==> src/rtl/pgen_pkg.sv <==
package pgen_pkg;

    localparam int BYTE_W = 8;
    localparam int CNT_W  = 2 * BYTE_W;
    localparam int ADDR_W = 3;

    // control byte bit positions
    localparam int CTL_RUN    = 0;
    localparam int CTL_LVL    = 1;
    localparam int CTL_SEL_LO = 2;

    typedef enum logic [ADDR_W-1:0] {
        A_WID_LO = 3'd0,
        A_WID_HI = 3'd1,
        A_PER_LO = 3'd2,
        A_PER_HI = 3'd3,
        A_CTRL   = 3'd4
    } addr_e;

    typedef enum logic [1:0] {
        CS_DIV_A = 2'd0,
        CS_DIV_B = 2'd1,
        CS_DIV_C = 2'd2,
        CS_EXT   = 2'd3
    } clksel_e;

    typedef struct packed {
        logic [CNT_W-1:0] cnt;
        logic             ff;
        logic             irq;
        logic             run;
        clksel_e          sel;
    } core_t;

endpackage

==> src/rtl/pgen_pair_reg.sv <==
module pgen_pair_reg #(
    parameter int W = 8
) (
    input  logic           clk,
    input  logic           rst_n,
    input  logic           wr_lo,
    input  logic           wr_hi,
    input  logic [W-1:0]   din,
    output logic [2*W-1:0] val
);
    typedef struct packed {
        logic [W-1:0]   hold;
        logic [2*W-1:0] val;
    } pair_t;

    pair_t st_q, st_d;

    always_comb begin
        st_d = st_q;
        if (wr_lo) st_d.hold = din;
        if (wr_hi) st_d.val  = {din, st_q.hold};
    end

    always_ff @(posedge clk or negedge rst_n) begin
        if (!rst_n) st_q <= '0;
        else        st_q <= st_d;
    end

    assign val = st_q.val;


    commit_pair_chk: assert property (@(posedge clk) disable iff (!rst_n)
        wr_hi |=> val == {$past(din), $past(st_q.hold)});

    lo_only_hold_chk: assert property (@(posedge clk) disable iff (!rst_n)
        !wr_hi |=> $stable(val));
endmodule

==> src/rtl/pgen_edge_sync.sv <==
module pgen_edge_sync (
    input  logic clk,
    input  logic rst_n,
    input  logic async_in,
    output logic rise
);
    logic [2:0] sh_q, sh_d;

    always_comb begin
        sh_d = {sh_q[1:0], async_in};
    end

    always_ff @(posedge clk or negedge rst_n) begin
        if (!rst_n) sh_q <= '0;
        else        sh_q <= sh_d;
    end

    assign rise = sh_q[1] & ~sh_q[2];


    rise_single_chk: assert property (@(posedge clk) disable iff (!rst_n)
        rise |=> !rise);
endmodule

==> src/rtl/pgen_prescale.sv <==
module pgen_prescale
    import pgen_pkg::*;
#(
    parameter int unsigned TAP_A = 3,
    parameter int unsigned TAP_B = 7,
    parameter int unsigned TAP_C = 11
) (
    input  logic    clk,
    input  logic    rst_n,
    input  logic    run,
    input  clksel_e sel,
    input  logic    ext_rise,
    output logic    tick
);
    localparam int unsigned PRE_W = TAP_C;
    localparam int unsigned TAPS [3] = '{TAP_A, TAP_B, TAP_C};

    logic [PRE_W-1:0] pre_q, pre_d;
    logic [2:0]       hit;

    generate
        for (genvar g = 0; g < 3; g++) begin : g_tap
            localparam logic [PRE_W-1:0] MSK = PRE_W'((64'd1 << TAPS[g]) - 64'd1);
            assign hit[g] = ((pre_q & MSK) == MSK);
        end
    endgenerate

    always_comb begin
        pre_d = run ? pre_q + 1'b1 : '0;
    end

    always_ff @(posedge clk or negedge rst_n) begin
        if (!rst_n) pre_q <= '0;
        else        pre_q <= pre_d;
    end

    logic sel_hit;
    always_comb begin
        case (sel)
            CS_DIV_A: sel_hit = hit[0];
            CS_DIV_B: sel_hit = hit[1];
            CS_DIV_C: sel_hit = hit[2];
            default:  sel_hit = ext_rise;
        endcase
    end

    assign tick = run & sel_hit;


    idle_no_tick_chk: assert property (@(posedge clk) disable iff (!rst_n)
        !run |=> (pre_q == '0));
endmodule

==> src/rtl/pulse_gen16.sv <==
module pulse_gen16
    import pgen_pkg::*;
#(
    parameter int unsigned TAP_A = 3,
    parameter int unsigned TAP_B = 7,
    parameter int unsigned TAP_C = 11
) (
    input  logic              clk,
    input  logic              rst_n,
    input  logic              ext_tick_in,
    input  logic              wr_en,
    input  logic [ADDR_W-1:0] wr_addr,
    input  logic [BYTE_W-1:0] wr_data,
    output logic              pulse_ff,
    output logic              pulse_pin_n,
    output logic              period_irq
);
    logic [CNT_W-1:0] wid_val, per_val, cnt_inc;
    logic             ext_rise, tick, ctl_wr;
    core_t            cur_q, nxt_d;

    assign ctl_wr = wr_en && (wr_addr == A_CTRL);

    pgen_pair_reg #(.W(BYTE_W)) u_wid (
        .clk(clk), .rst_n(rst_n),
        .wr_lo(wr_en && (wr_addr == A_WID_LO)),
        .wr_hi(wr_en && (wr_addr == A_WID_HI)),
        .din(wr_data), .val(wid_val)
    );

    pgen_pair_reg #(.W(BYTE_W)) u_per (
        .clk(clk), .rst_n(rst_n),
        .wr_lo(wr_en && (wr_addr == A_PER_LO)),
        .wr_hi(wr_en && (wr_addr == A_PER_HI)),
        .din(wr_data), .val(per_val)
    );

    pgen_edge_sync u_sync (
        .clk(clk), .rst_n(rst_n), .async_in(ext_tick_in), .rise(ext_rise)
    );

    pgen_prescale #(.TAP_A(TAP_A), .TAP_B(TAP_B), .TAP_C(TAP_C)) u_pre (
        .clk(clk), .rst_n(rst_n), .run(cur_q.run), .sel(cur_q.sel),
        .ext_rise(ext_rise), .tick(tick)
    );

    assign cnt_inc = cur_q.cnt + 1'b1;

    always_comb begin
        nxt_d     = cur_q;
        nxt_d.irq = 1'b0;
        if (ctl_wr) begin
            nxt_d.run = wr_data[CTL_RUN];
            nxt_d.sel = clksel_e'(wr_data[CTL_SEL_LO +: 2]);
            if (!cur_q.run) nxt_d.ff = wr_data[CTL_LVL];
        end
        if (!cur_q.run) begin
            nxt_d.cnt = '0;
        end else if (tick) begin
            if (cur_q.cnt == per_val) begin
                nxt_d.cnt = '0;
                nxt_d.ff  = ~cur_q.ff;
                nxt_d.irq = 1'b1;
            end else begin
                nxt_d.cnt = cnt_inc;
                if (cnt_inc == wid_val) nxt_d.ff = ~cur_q.ff;
            end
        end
    end

    always_ff @(posedge clk or negedge rst_n) begin
        if (!rst_n) cur_q <= '0;
        else        cur_q <= nxt_d;
    end

    assign pulse_ff    = cur_q.ff;
    assign pulse_pin_n = ~cur_q.ff;
    assign period_irq  = cur_q.irq;


    irq_single_chk: assert property (@(posedge clk) disable iff (!rst_n)
        period_irq |=> !period_irq);

    irq_clears_cnt_chk: assert property (@(posedge clk) disable iff (!rst_n)
        period_irq |-> (cur_q.cnt == '0) && (pulse_ff != $past(pulse_ff)));

    stopped_hold_chk: assert property (@(posedge clk) disable iff (!rst_n)
        (!cur_q.run && !ctl_wr) |=> $stable(pulse_ff));

    running_no_load_chk: assert property (@(posedge clk) disable iff (!rst_n)
        (cur_q.run && !tick) |=> $stable(pulse_ff));

    tick_step_chk: assert property (@(posedge clk) disable iff (!rst_n)
        (cur_q.run && !tick && !ctl_wr) |=> $stable(cur_q.cnt));
endmodule

==> config.mk <==
export PLATFORM = sky130hd
export DESIGN_NAME = pulse_gen16
export DESIGN_NICKNAME = d
export VERILOG_FILES = /design/src/rtl/pgen_pkg.sv /design/src/rtl/pgen_pair_reg.sv /design/src/rtl/pgen_edge_sync.sv /design/src/rtl/pgen_prescale.sv /design/src/rtl/pulse_gen16.sv
export SDC_FILE = /design/constraint.sdc
export NUM_CORES = 1
export LEC_CHECK = 0
export BUFFER_PORTS_ARGS = -buffer_cell sky130_fd_sc_hd__buf_2
export CORE_MARGIN = 2
export CORE_UTILIZATION = 25
export CTS_BUF_LIST = sky130_fd_sc_hd__clkbuf_16
export DETAILED_ROUTE_END_ITERATION = 16
export GPL_TIMING_DRIVEN = 0
export PLACE_DENSITY_LB_ADDON = 0.25
export SYNTH_ARGS = -nofsm -noshare
export SYNTH_HDL_FRONTEND = slang
export SYNTH_SLANG_ARGS = --single-unit
export TNS_END_PERCENT = 20
==> constraint.sdc <==
create_clock -name clk -period 6.03 [get_ports clk]
set_clock_uncertainty 0.1 [all_clocks]
set_input_delay 0.603 -clock clk [delete_from_list [all_inputs] [get_ports clk]]
set_output_delay 0.603 -clock clk [all_outputs]
set_load 0.02 [all_outputs]
Yosys cells after proc, flatten, opt, wreduce, memory -nomap -nowiden
Index checks and enable logic that the tools add are counted.
- bitwise operators: 4
- multiplexer cells: 10
- add/sub/neg operators: 2
- equal/unequal tests: 12
- reductions and logical operators: 7
- operators with widths (operator ; number):
    $eq A16 B16 Y1 ; 2
    $mux W18 ; 1
    $mux W17 ; 1
    $add A16 B1 Y16 const B ; 1
    $mux W16 ; 1
    $add A11 B1 Y11 const B ; 1
    $eq A11 B11 Y1 const B ; 1
    $mux W11 ; 1
    $eq A7 B7 Y1 const B ; 1
    $eq A3 B2 Y1 const B ; 2
    $eq A3 B3 Y1 const B ; 2
    $logic_and A1 B1 Y1 ; 5
    $mux W1 ; 4
    $eq A3 B1 Y1 const B ; 1
    $logic_not A3 Y1 ; 1
    $pmux W1 S3 ; 1
    $and A1 B1 Y1 ; 2
    $eq A2 B1 Y1 const B ; 1
    $eq A2 B2 Y1 const B ; 1
    $logic_not A2 Y1 ; 1
    $mux W2 ; 1
    $ne A2 B2 Y1 const B ; 1
    $not A1 Y1 ; 2
- output and inout bits: 3
- register bits: 83
- input bits: 15

Logic depth before layout (Yosys ltp)
Gate-level depths: netlist (run 1).
- depth after elaboration: 7
- depth in mapped cells: 9

Modules after synthesis
From an unflattened synthesis (run 1), not the netlist that was laid out.
- cell total of the unflattened synthesis: 413
- area total of the unflattened synthesis: 4668.2 um^2
- modules (own cells, without submodules) (module ; cells an instance ; area each (um^2) ; times used):
    pgen_pair_reg ; 67 ; 1064.8 ; 2
    pulse_gen16 ; 220 ; 1901.8 ; 1
    pgen_prescale ; 55 ; 548.0 ; 1
    pgen_edge_sync ; 4 ; 88.8 ; 1

Worst setup path before layout (run 1)
No wires, ideal clock.
- kind: register to register
- start point: register cur_q[6] (netlist bit)
- end point: register cur_q, in the netlist pulse_ff
- path buffers: 0
- required time: 5.797 ns
- arrival: 1.933 ns
- path slack: 3.864 ns
- stages on the path, launching flop included: 7
- cells stage by stage: dfrtp_1 ha_1 xor2_1 or4_1 a2111oi_2 nand4_1 mux2i_1
- RTL lines (element ; RTL line ; source):
    from (decl) ; pulse_gen16.sv:20 ; core_t cur_q, nxt_d;
    from (signal assigned) ; pulse_gen16.sv:73 ; else cur_q <= nxt_d;

Final worst setup path (run 1)
- start point: register u_pre.pre_q[0]
- end point: register cur_q[13] (netlist bit)
- longest elaborated chain between the ends: 4
- RTL lines (element ; RTL line ; source):
    from (decl) ; pgen_prescale.sv:18 ; logic [PRE_W-1:0] pre_q, pre_d;
    from (signal assigned) ; pgen_prescale.sv:34 ; else pre_q <= pre_d;
    $eq A11 B11 Y1 (tied with other cells) ; pgen_prescale.sv:24 ; assign hit[g] = ((pre_q & MSK) == MSK);
    $pmux W1 S3 (*) ; pgen_prescale.sv:39 ; case (sel)
    $and A1 B1 Y1 (*) ; pgen_prescale.sv:47 ; assign tick = run & sel_hit;
    $ne A2 B2 Y1 (no source line) (*) ; -- ;
Mark *: on every way between the ends. The rest lies on a longest branch, timed or not.
A chain may end at the register's enable or synchronous reset.

==> results.md, run 1 <==
- Outcome: finished clean
- Total CTS buffers: 9
- Final net count: ~430
- EDFF count, synth: 0
- Num rows: 48
- Final min period: between 2 and 3 ns
- Area fraction of the dominant cell type after synthesis: 0.4813
- Worst vdd ir: ~0.17 mV
- Maximum fanout along the worst path: 10
- Remaining global-route overflow: 0
- Seq/Total Area, Yosys: 0.4813
- Critical setup path kind: register to register
- CP Capture Type: register
- 1st-pass router iterations: 4
- CP Cell Sequence: ha_1, ha_1, nor2_1, o41ai_4, a221oi_2, clkbuf_1, nor4_1, a21oi_1, nor2_1
- H-tree depth: 3
- Layout cell share with drive strength beyond 1: 0.2584
- Total global-route track usage: 0.1220
- Detailed placer's ending HPWL: around 7.5 mm
- Final GP Congestion: 0.8675
- DR vias/cell: approximately 4.7
- Routed Antenna Nets: 0
- I/O Buffers: 17
- Warnings from Yosys: 0
- Slew Viols, Final: 0
- Clock Sinks: 83
- Post-synth net total: 402
- Layout area overhead: 15.13%
- Max incr delay on CP: between 0.5 and 0.6 ns
- Starting Density: 0.2530
- Pwr dens: roughly 300 nW/um2
- RSZ-0062 raised after global routing: false
- Max Buffers Root-to-Sink: 2
- Ranking of synthesized cells by area: dfrtp_1 (48%), mux2_2 (13%), xnor2_1 (6.9%)
- Worst-Skew Late Latency: 0.34 ns
- Slowest-stage cell, CP: a221oi_2
- Core footprint: 17060 um2
- Initial antenna violation count: 0
- Main synth FF type: dfrtp_1
- Max cap viols: 0
- Clk slew on worst S/H paths: about 0.060 ns
- Synth Instances: 384
- Avg Cell Area, Syn: ~11 um2
- First-pass GRT wire length: 17.09 mm
- Worst EP required: 6.14 ns
- Period utilization: 0.4390
- Hold buffers post-CTS: 0
- CP arrival: 2.76 ns
- Clk root buf: clkbuf_16
- Routed WL per cell: approximately 16 um
- Worst-Margin Slew: between 1 and 1.5 ns
- Largest net degree at the start of global routing: between 40 and 50
- Final hold viol count: 0
- Vias in the first global route: about 3100
- DRC: 0
- CTS resizes: 0
- Slew headroom: 0.1682
- Via count: approximately 3000
- Finish-stage setup viols: 0
- Hold WC Path Type: input port to async pin
- Setup_tns: 0 ns
- Post-CTS Setup Bufs: 0
- Initial drt markers: 159
- Leakage: 2.004 nW
- Worst setup SP type: register
- Distinct cells, synth: 57
- WHS: between 0.1 and 0.15 ns
- Die width: 135.4 um
- Netlist Area Pre-Place: about 4300 um2
- Largest area contributor in the netlist: dfrtp_1
- Crit-path leading delay family: compound AO/OA/AOI/OAI gates
- Die Y: roughly 140 um
- DIE AREA: roughly 18000 um2
- Synthesized flop and latch total: slightly above 80
- Asr flop ratio synth: 1.000
- Max Fclk: 377.8 MHz
- CTS tree: yes
- CP Buf/Inv Count: 1
- Ant diodes: 0
- Final wirelength: 10.10 mm
- Top-level I/O count: 18
## Yosys cell counts (3+ instances only)
master    instances
buf_2             8
nand3_1          11
o21ai_0          13
or4_1             3
clkbuf_1          7
nand2_1          19
nor3b_1           3
nand3b_1          4
xnor2_1          34
o211ai_1          3
nand4b_1          3
o22ai_1           3
nand4_1           6
nor4_1            5
a21oi_1          18
nor2b_1           4
o21ai_1           4
mux2_2           51
ha_1              3
inv_1             3
dfrtp_1          83
or3_1             5
nor3_1            6
buf_4             7
nor2_1           26
xor2_1            9
and3_1            5
## routing by layer
layer  global-route usage  wire [um]  share of wire
met1               0.1608       4783           0.47
met2               0.1935       4820           0.48
met3              0.02020        271          0.027
met4              0.06250        225          0.022
met5                    0          0              0
## power by group
| group | switching (W) | internal, W |
|---|---|---|
| clock network | 0.000213 | 0.000270 |
| registers | 0.0000791 | 0.000656 |
| logic | 0.000128 | 0.000157 |
| total | 0.000420 | 0.00108 |
## layout make-up
type	instances	area [um2]
fillers	1788	12090
well taps	225	281.5
clock inverters	7	31.28
repair buffers	18	115.1
inverters	5	18.77
plain buffers	23	130.1
flip-flops and latches	83	2077
clock buffers	9	225.2
multi-input cells	273	2090
## stage by stage
step,total power [W],setup slack [ns],std cells,instance area [um2],utilization
floorplan,0.0009425,3.864,384,4315,-
global placement,0.001026,3.444,626,4682,0.2745
detailed placement,0.001038,3.384,627,4712,0.2763
CTS,0.001532,3.385,643,4969,0.2913
global route,0.001598,3.189,643,4969,0.2913
finish,0.001505,3.383,643,4969,0.2913
## cells by family after synthesis
family | after synthesis | synth area share
and+or+nand+nor | 117 | 0.1577
DFF | 83 | 0.4813
AOI/OAI and AO/OA | 55 | 0.08350
muxes | 53 | 0.1377
xor gates and xnor gates | 45 | 0.09655
buffers and inverters | 28 | 0.03450
adders and majority gates | 3 | 0.008699
## sequential cells by signal (all words and copies together) (netlist names)
| name | cells |
|---|---|
| u_wid.st_q | 8 |
| cur_q | 19 |
| u_per.st_q | 8 |
| pulse_ff | 1 |
| u_pre.pre_q | 11 |
| period_irq | 1 |
| u_sync.sh_q | 3 |
| u_wid.val | 16 |
| u_per.val | 16 |
## final timing paths
kind                                          startpoint                    endpoint  slack (ns)  cells past startpoint
min in group clk                u_sync.sh_q[0]$_DFF_PN0_    u_sync.sh_q[1]$_DFF_PN0_        0.25                      0
worst max register to register  u_pre.pre_q[0]$_DFF_PN0_       cur_q[13]$_DFFE_PN0P_        3.38                      9
worst min-delay path                               rst_n  u_wid.st_q[19]$_DFFE_PN0P_        0.13                      1
max in group asynchronous                          rst_n       cur_q[18]$_DFFE_PN0P_        5.09                      2
worst max-delay path            u_pre.pre_q[0]$_DFF_PN0_       cur_q[13]$_DFFE_PN0P_        3.38                      9
worst min register to register  u_sync.sh_q[0]$_DFF_PN0_    u_sync.sh_q[1]$_DFF_PN0_        0.25                      0
## layout by cell type, fill, tap and decap left out, types with 3 or more instances in the layout
master	instances
ha_1	3
clkbuf_16	9
nor3_1	6
mux2_2	51
nor2b_1	4
nand4b_1	3
buf_2	24
nand4_1	6
inv_1	8
or4_1	3
nand3_1	11
nor4_1	5
clkbuf_1	7
nor3b_1	3
nor2_1	26
o211ai_1	3
a21oi_1	18
buf_4	8
nand3b_1	4
nand2_1	19
dfrtp_1	83
o21ai_1	4
o21ai_0	13
and3_1	5
xnor2_1	34
or3_1	5
xor2_1	9
o22ai_1	3
Power figures use the tool's default switching activity.
==> inputs of run 2 (changes only) <==
Clock period 6.03 ns to 2.5 ns, I/O delays scaled along.
==> run 2 against run 1 <==
Global-route usage hardly changed. Wire length is 1.2% higher. Register-to-register slack worse by 3.3 ns. First-iteration DRC count shrank 19%. Sequential power increased by 140%. Hold slack got worse by 0.055 ns. Utilization grew 0.51 points. Clock power rose by 140%. Fmax rose by 8.6%. Total power up 140%. Sequential cell count did not move. Worst setup slack got worse by 3.3 ns.
==> results.md, run 2 (synthesis results as in run 1) <==
- CP arrival: 2.57 ns (was 2.76 ns)
- Largest net degree at the start of global routing: 46 (unchanged)
- Pwr dens: 726.0 nW/um2 (was 302.8 nW/um2)
- Slew Viols, Final: 0 (unchanged)
- Outcome: finished clean (unchanged)
- Routed WL per cell: 15.85 um (was 15.71 um)
- CP Capture Type: register (unchanged)
- PnR worst setup slack: 0.06260 ns (was 3.383 ns)
- Critical setup path kind: register to register (unchanged)
- Starting Density: 0.2530 (unchanged)
- Final net count: 433 (was 431)
- Post-CTS Setup Bufs: 0 (unchanged)
- DRC: 0 (unchanged)
- Worst-Margin Slew: 1.236 ns (was 1.245 ns)
- DIE AREA: 18330 um2 (unchanged)
- Top-level I/O count: 18 (unchanged)
- Core footprint: 17060 um2 (unchanged)
- Final wirelength: 10.22 mm (was 10.10 mm)
- DR vias/cell: 4.685 (was 4.675)
- Remaining global-route overflow: 0 (unchanged)
- Routed Antenna Nets: 0 (unchanged)
- Hold WC Path Type: input port to register (was input port to async pin)
- Slew headroom: 0.1737 (was 0.1682)
- Most frequent cells in the layout: dfrtp_1 (82), mux2_2 (51), xnor2_1 (34) (was dfrtp_1 (83), mux2_2 (51), xnor2_1 (34))
- 1st-pass router iterations: 4 (unchanged)
- Initial antenna violation count: 0 (unchanged)
- Clk slew on worst S/H paths: 0.06 ns (about the same)
- Max Buffers Root-to-Sink: 2 (unchanged)
- Worst EP required: 2.63 ns (was 6.14 ns)
- Period utilization: 0.9750 (was 0.4390)
- Final min period: 2.437 ns (was 2.647 ns)
- Via count: 3022 (was 3006)
- Finish-stage setup viols: 0 (unchanged)
- Max cap viols: 0 (unchanged)
- Worst vdd ir: 0.4153 mV (was 0.1722 mV)
- Clk root buf: clkbuf_16 (unchanged)
- Die Y: 135.4 um (unchanged)
- Die width: 135.4 um (unchanged)
- CTS tree: yes (unchanged)
- Largest register FFs: 19 (unchanged)
- Clock Sinks: 83 (unchanged)
- Vias in the first global route: 3106 (was 3099)
- Ant diodes: 0 (unchanged)
- Top reg by flops: cur_q (unchanged)
- Num rows: 48 (unchanged)
- Worst-Skew Late Latency: 0.35 ns (was 0.34 ns)
- Total global-route track usage: 0.1221 (was 0.1220)
- Worst setup SP type: register (unchanged)
- Detailed placer's ending HPWL: 7.462 mm (unchanged)
- Initial drt markers: 129 (was 159)
- H-tree depth: 3 (unchanged)
- Leakage: 2.017 nW (was 2.004 nW)
- Final hold viol count: 0 (unchanged)
- Layout area overhead: 17.16% (was 15.13%)
- Total CTS buffers: 9 (unchanged)
- Max Fclk: 410.3 MHz (was 377.8 MHz)
- Layout cell share with drive strength beyond 1: 0.2762 (was 0.2584)
- WHS: 0.07996 ns (was 0.1350 ns)
- Final GP Congestion: 0.8675 (unchanged)
- Most common cell after layout, fill and taps aside: dfrtp_1 (unchanged)
- First-pass GRT wire length: 17.11 mm (was 17.09 mm)
- Maximum fanout along the worst path: 6 (was 10)
- I/O Buffers: 17 (unchanged)
- Pre-CTS setup slack: -0.1458 ns (was 3.384 ns)
==> run 2: cell types whose count changed in the layout (fill, tap and decap cells not counted), moves of 2 or more <==
cell and change:
ha_1 -2, ha_2 +2, dlygate4sd3_1 +2, buf_2 -2
==> run 2: where the power goes <==
part	leakage (nW)	internal [W]	switching, W	total, W
registers	1.05	0.00158	0.000192	0.00178
clock network	0.142	0.000652	0.000524	0.00118
logic	0.824	0.000387	0.000332	0.000720
==> run 2: path summary, 6_finish.rpt <==
path	slack, ns	cells after the start	end	from
max in group asynchronous	1.36	3	cur_q[6]$_DFFE_PN0P_	rst_n
min in group asynchronous	0.32	2	u_wid.st_q[19]$_DFFE_PN0P_	rst_n
worst min-delay path	0.08	2	u_per.st_q[22]$_DFFE_PN0P_	wr_data[6]
worst max-delay path	0.06	6	pulse_ff$_DFF_PN0_	cur_q[6]$_DFFE_PN0P_
worst min register to register	0.25	0	u_sync.sh_q[1]$_DFF_PN0_	u_sync.sh_q[0]$_DFF_PN0_
worst max register to register	0.06	6	pulse_ff$_DFF_PN0_	cur_q[6]$_DFFE_PN0P_
==> run 2: area by class of cell <==
class                      count  area (um2)
clock inverter                 7       31.28
sequential                    83        2078
fill                        1792       12000
tap                          225       281.5
buffer                        23       136.4
inverter                       5       18.77
multi-input combinational    273        2150
clock buffer                   9       225.2
timing repair buffer          20       135.1
==> run 2: metal layers <==
metal	part of all wire	GRT usage	up-vias	routed length (um)
met5	0	0	-	0
met4	0.025	0.06250	0	255
met3	0.027	0.02020	18	278
met2	0.47	0.1935	56	4849
met1	0.47	0.1610	1509	4841
li1	-	-	1439	-
==> run 2: through the flow <==
| stage | setup TNS [ns] | power (W) | cells | util | cell area [um2] |
|---|---|---|---|---|---|
| CTS | -0.02048 | 0.003697 | 645 | 0.2925 | 4990 |
| floorplan | 0 | 0.002273 | 384 | - | 4315 |
| global route | -0.01670 | 0.003886 | 645 | 0.2964 | 5056 |
| detailed placement | -0.7539 | 0.002503 | 627 | 0.2763 | 4712 |
| finish | 0 | 0.003671 | 645 | 0.2964 | 5056 |
| global placement | -0.2159 | 0.002474 | 626 | 0.2745 | 4682 |
==> run 2: worst max-delay path: stages (launching register included) <==
cell and delay [ns]:
dfrtp_2 0.46, ha_2 0.31, xor2_1 0.16, or4_1 0.58, a2111oi_4 0.34, nand4_1 0.21, mux2i_1 0.16
==> run 2: repair_timing <==
item / in CTS / in global routing
hold endpoints to repair: 39 / 0
cloned: 0 / 0
pin swaps: 0 / 2
hold buffers: 2 / 0
setup endpoints to repair: 11 / 16
gates resized for setup: 1 / 14
==> inputs of run 3 (changes only) <==
Settings changed: SYNTH_HIERARCHICAL set to 1.
==> run 3 against run 2 <==
Final cell count grew 6.2%. Non-clock buffer count grew 39. Sequential cell count is the same. Die area grew 7.9%. First-iteration DRC count shrank 22%. Wire length grew 4.8%. Clock-buffer cell count is the same. Largest power group unchanged. Critical path depth grew 4. Worst setup slack lost 0.054 ns.
==> results.md, run 3 <==
- Finish-stage setup viols: 0 (unchanged)
- Worst setup SP type: register (unchanged)
- Hold Crit Start: wr_data[4] (was wr_data[6])
- Largest area contributor in the netlist: dfrtp_1 (unchanged)
- Via count: 3204 (was 3022)
- Layout Utilization: 0.3063 (was 0.2964)
- WHS: 0.1068 ns (was 0.07996 ns)
- Die Y: 140.7 um (was 135.4 um)
- Leakage: 2.319 nW (was 2.017 nW)
- Asr flop ratio synth: 1.000 (unchanged)
- DRC: 0 (unchanged)
- Top-count cell post-synth: dfrtp_1 (unchanged)
- Routed Antenna Nets: 0 (unchanged)
- Layout area overhead: 19.08% (was 17.16%)
- Core footprint: 18150 um2 (was 17060 um2)
- Pwr dens: 741.3 nW/um2 (was 726.0 nW/um2)
- Max cap viols: 0 (unchanged)
- Multi-input gate area: 2225 um2 (was 2150 um2)
- Top reg by flops: cur_q (unchanged)
- Die width: 140.7 um (was 135.4 um)
- Filler cell count: 1900 (was 1792)
- Ranking of synthesized cells by area: dfrtp_1 (44%), mux2_2 (7.5%), mux2_4 (6.4%) (was dfrtp_1 (48%), mux2_2 (13%), xnor2_1 (6.9%))
- Area fraction of the dominant cell type after synthesis: 0.4449 (was 0.4813)
- R2r endpoint: pulse_ff$_DFF_PN0_ (unchanged)
- EDFF count, synth: 0 (unchanged)
- Largest net degree at the start of global routing: 54 (was 46)
- Synth Instances: 413 (was 384)
- Vias in the first global route: 3298 (was 3106)
- Clock Sinks: 83 (unchanged)
- PnR worst setup slack: 0.008589 ns (was 0.06260 ns)
- Netlist Area Pre-Place: 4668 um2 (was 4315 um2)
- Main synth FF type: dfrtp_1 (unchanged)
- Total global-route track usage: 0.1135 (was 0.1221)
- Worst-Margin Slew: 0.7137 ns (was 1.236 ns)
- Layout cell share with drive strength beyond 1: 0.3750 (was 0.2762)
- Num rows: 49 (was 48)
- Met1 Track Usage GR: 0.1513 (was 0.1610)
- H-tree depth: 3 (unchanged)
- 1st-pass router iterations: 4 (unchanged)
- Most common cell after layout, fill and taps aside: dfrtp_1 (unchanged)
- R2r setup slk: 0.009 ns (was 0.06 ns)
- Final wirelength: 10.71 mm (was 10.22 mm)
- Detailed placer's ending HPWL: 7.657 mm (was 7.462 mm)
- Final GP Congestion: 0.8185 (was 0.8675)
- Max Fclk: 401.4 MHz (was 410.3 MHz)
- Initial drt markers: 101 (was 129)
- Final hold viol count: 0 (unchanged)
- Register Area: 2079 um2 (was 2078 um2)
- Synthesized flop and latch total: 83 (unchanged)
- Top-level I/O count: 18 (unchanged)
- WHS Endpoint: u_wid/val[12]$_DFFE_PN0P_ (was u_per.st_q[22]$_DFFE_PN0P_)
- Worst EP required: 2.62 ns (was 2.63 ns)
- Hold WC Path Type: input port to register (unchanged)
- Total CTS buffers: 9 (unchanged)
- Max Buffers Root-to-Sink: 2 (unchanged)
- Final non-filler cell total: 685 (was 645)
- Hold path depth: 2 (unchanged)
- First-pass GRT wire length: 17.79 mm (was 17.11 mm)
- Critical setup path kind: register to register (unchanged)
- I/O Buffers: 17 (unchanged)
- DR vias/cell: 4.677 (was 4.685)
- Final min period: 2.491 ns (was 2.437 ns)
- Warnings from Yosys: 6 (was 0)
- Avg Cell Area, Syn: 11.30 um2 (was 11.24 um2)
- Slew Viols, Final: 0 (unchanged)
- Routed WL per cell: 15.64 um (was 15.85 um)
- Starting Density: 0.2572 (was 0.2530)
- CP Capture Type: register (unchanged)
- RSZ-0062 raised after global routing: true
- Largest register FFs: 19 (unchanged)
- Clk slew on worst S/H paths: 0.06 ns (about the same)
- Maximum fanout along the worst path: 8 (was 6)
- Worst-Skew Late Latency: 0.33 ns (was 0.35 ns)
- Clk root buf: clkbuf_16 (unchanged)
- Setup_tns: 0 ns (unchanged)
- Reg2reg path depth: 10 (was 6)
- Period utilization: 0.9966 (was 0.9750)
- Outcome: finished clean (unchanged)
- Most common library cells after synthesis: dfrtp_1 (83), buf_4 (33), mux2_2 (31) (was dfrtp_1 (83), mux2_2 (51), xnor2_1 (34))
- Most frequent cells in the layout: dfrtp_1 (81), buf_4 (43), mux2_2 (31) (was dfrtp_1 (82), mux2_2 (51), xnor2_1 (34))
- CTS tree: yes (unchanged)
- Reg-to-Reg Start: u_pre/pre_q[1]$_DFF_PN0_ (was cur_q[6]$_DFFE_PN0P_)
- DP Cell Count: 660 (was 627)
- Routing usage on met3: 0.01427 (was 0.02020)
- Remaining global-route overflow: 0 (unchanged)
- CP arrival: 2.61 ns (was 2.57 ns)
- Initial antenna violation count: 0 (unchanged)
- Distinct cells, synth: 55 (was 57)
- DIE AREA: 19780 um2 (was 18330 um2)
- Ant diodes: 0 (unchanged)
- Met2 usage in global routing: 0.1915 (was 0.1935)
- Worst vdd ir: 0.3452 mV (was 0.4153 mV)
- Slew headroom: 0.5205 (was 0.1737)
- Pre-CTS setup slack: -0.5694 ns (was -0.1458 ns)
- Seq/Total Area, Yosys: 0.4449 (was 0.4813)
- Final net count: 469 (was 433)
- Most Crowded Layer GR: met2 (unchanged)
- Post-synth net total: 431 (was 402)
[run 3: layout make-up]
class / count / area share
clock buffer: 9 / 0.04051
clock inverter: 7 / 0.01125
inverter: 6 / 0.004051
multi-input combinational: 269 / 0.4002
tap: 229 / 0.05154
timing repair buffer: 27 / 0.03376
buffer: 55 / 0.08463
sequential: 83 / 0.3741
[run 3: layer usage]
metal	share of wire	routed length, um
met1	0.48	5109
met2	0.49	5259
met3	0.019	203
met4	0.013	143
met5	0	0
[run 3: cells by family (layout without fill, tap and decap cells)]
logic type	Yosys count	count (layout)	share of synthesized area
adders and majority gates	3	3	0.008042
and+or+nand+nor	118	118	0.1479
DFF	83	83	0.4449
AOI/OAI and AO/OA	63	63	0.09328
muxes	52	52	0.1412
buffers and inverters	61	104	0.1027
xor gates and xnor gates	33	33	0.06191
[run 3: critical path, cell delays in order, from the launching register on]
cell	delay [ns]
dfrtp_1	0.40
ha_4	0.17
nand3_4	0.13
nor4_2	0.29
o311a_2	0.24
nand4_1	0.10
a221oi_2	0.22
nand3_2	0.14
a2111oi_4	0.37
o31a_1	0.17
nor2_1	0.04
[run 3: repair_timing]
item,in CTS,in global routing
gates cloned,0,0
pin swaps,6,3
hold buffers,2,0
hold endpoints to repair,31,0
setup buffers,3,4
gates resized for setup,18,14
setup endpoints to repair,17,9
[run 3: worst max-delay path by stage]
stage                                  start                 end  cells after the start
floorplan           u_pre/pre_q[0]$_DFF_PN0_  pulse_ff$_DFF_PN0_                     10
detailed placement  u_pre/pre_q[0]$_DFF_PN0_  pulse_ff$_DFF_PN0_                     10
CTS                 u_pre/pre_q[0]$_DFF_PN0_  pulse_ff$_DFF_PN0_                     10
global route        u_pre/pre_q[0]$_DFF_PN0_  pulse_ff$_DFF_PN0_                     10
finish              u_pre/pre_q[1]$_DFF_PN0_  pulse_ff$_DFF_PN0_                     10
global placement    u_pre/pre_q[0]$_DFF_PN0_  pulse_ff$_DFF_PN0_                     10
[run 3: power by group]
| part | internal, W | switching [W] |
|---|---|---|
| logic | 0.000637 | 0.000437 |
| registers | 0.00159 | 0.000160 |
| clock network | 0.000763 | 0.000536 |
| total | 0.00299 | 0.00113 |
[run 3: per-stage QoR]
step | area (um2) | power (W)
floorplan | 4668 | 0.002519
global placement | 5040 | 0.002741
detailed placement | 5070 | 0.002780
CTS | 5480 | 0.004151
global route | 5559 | 0.004350
finish | 5559 | 0.004121
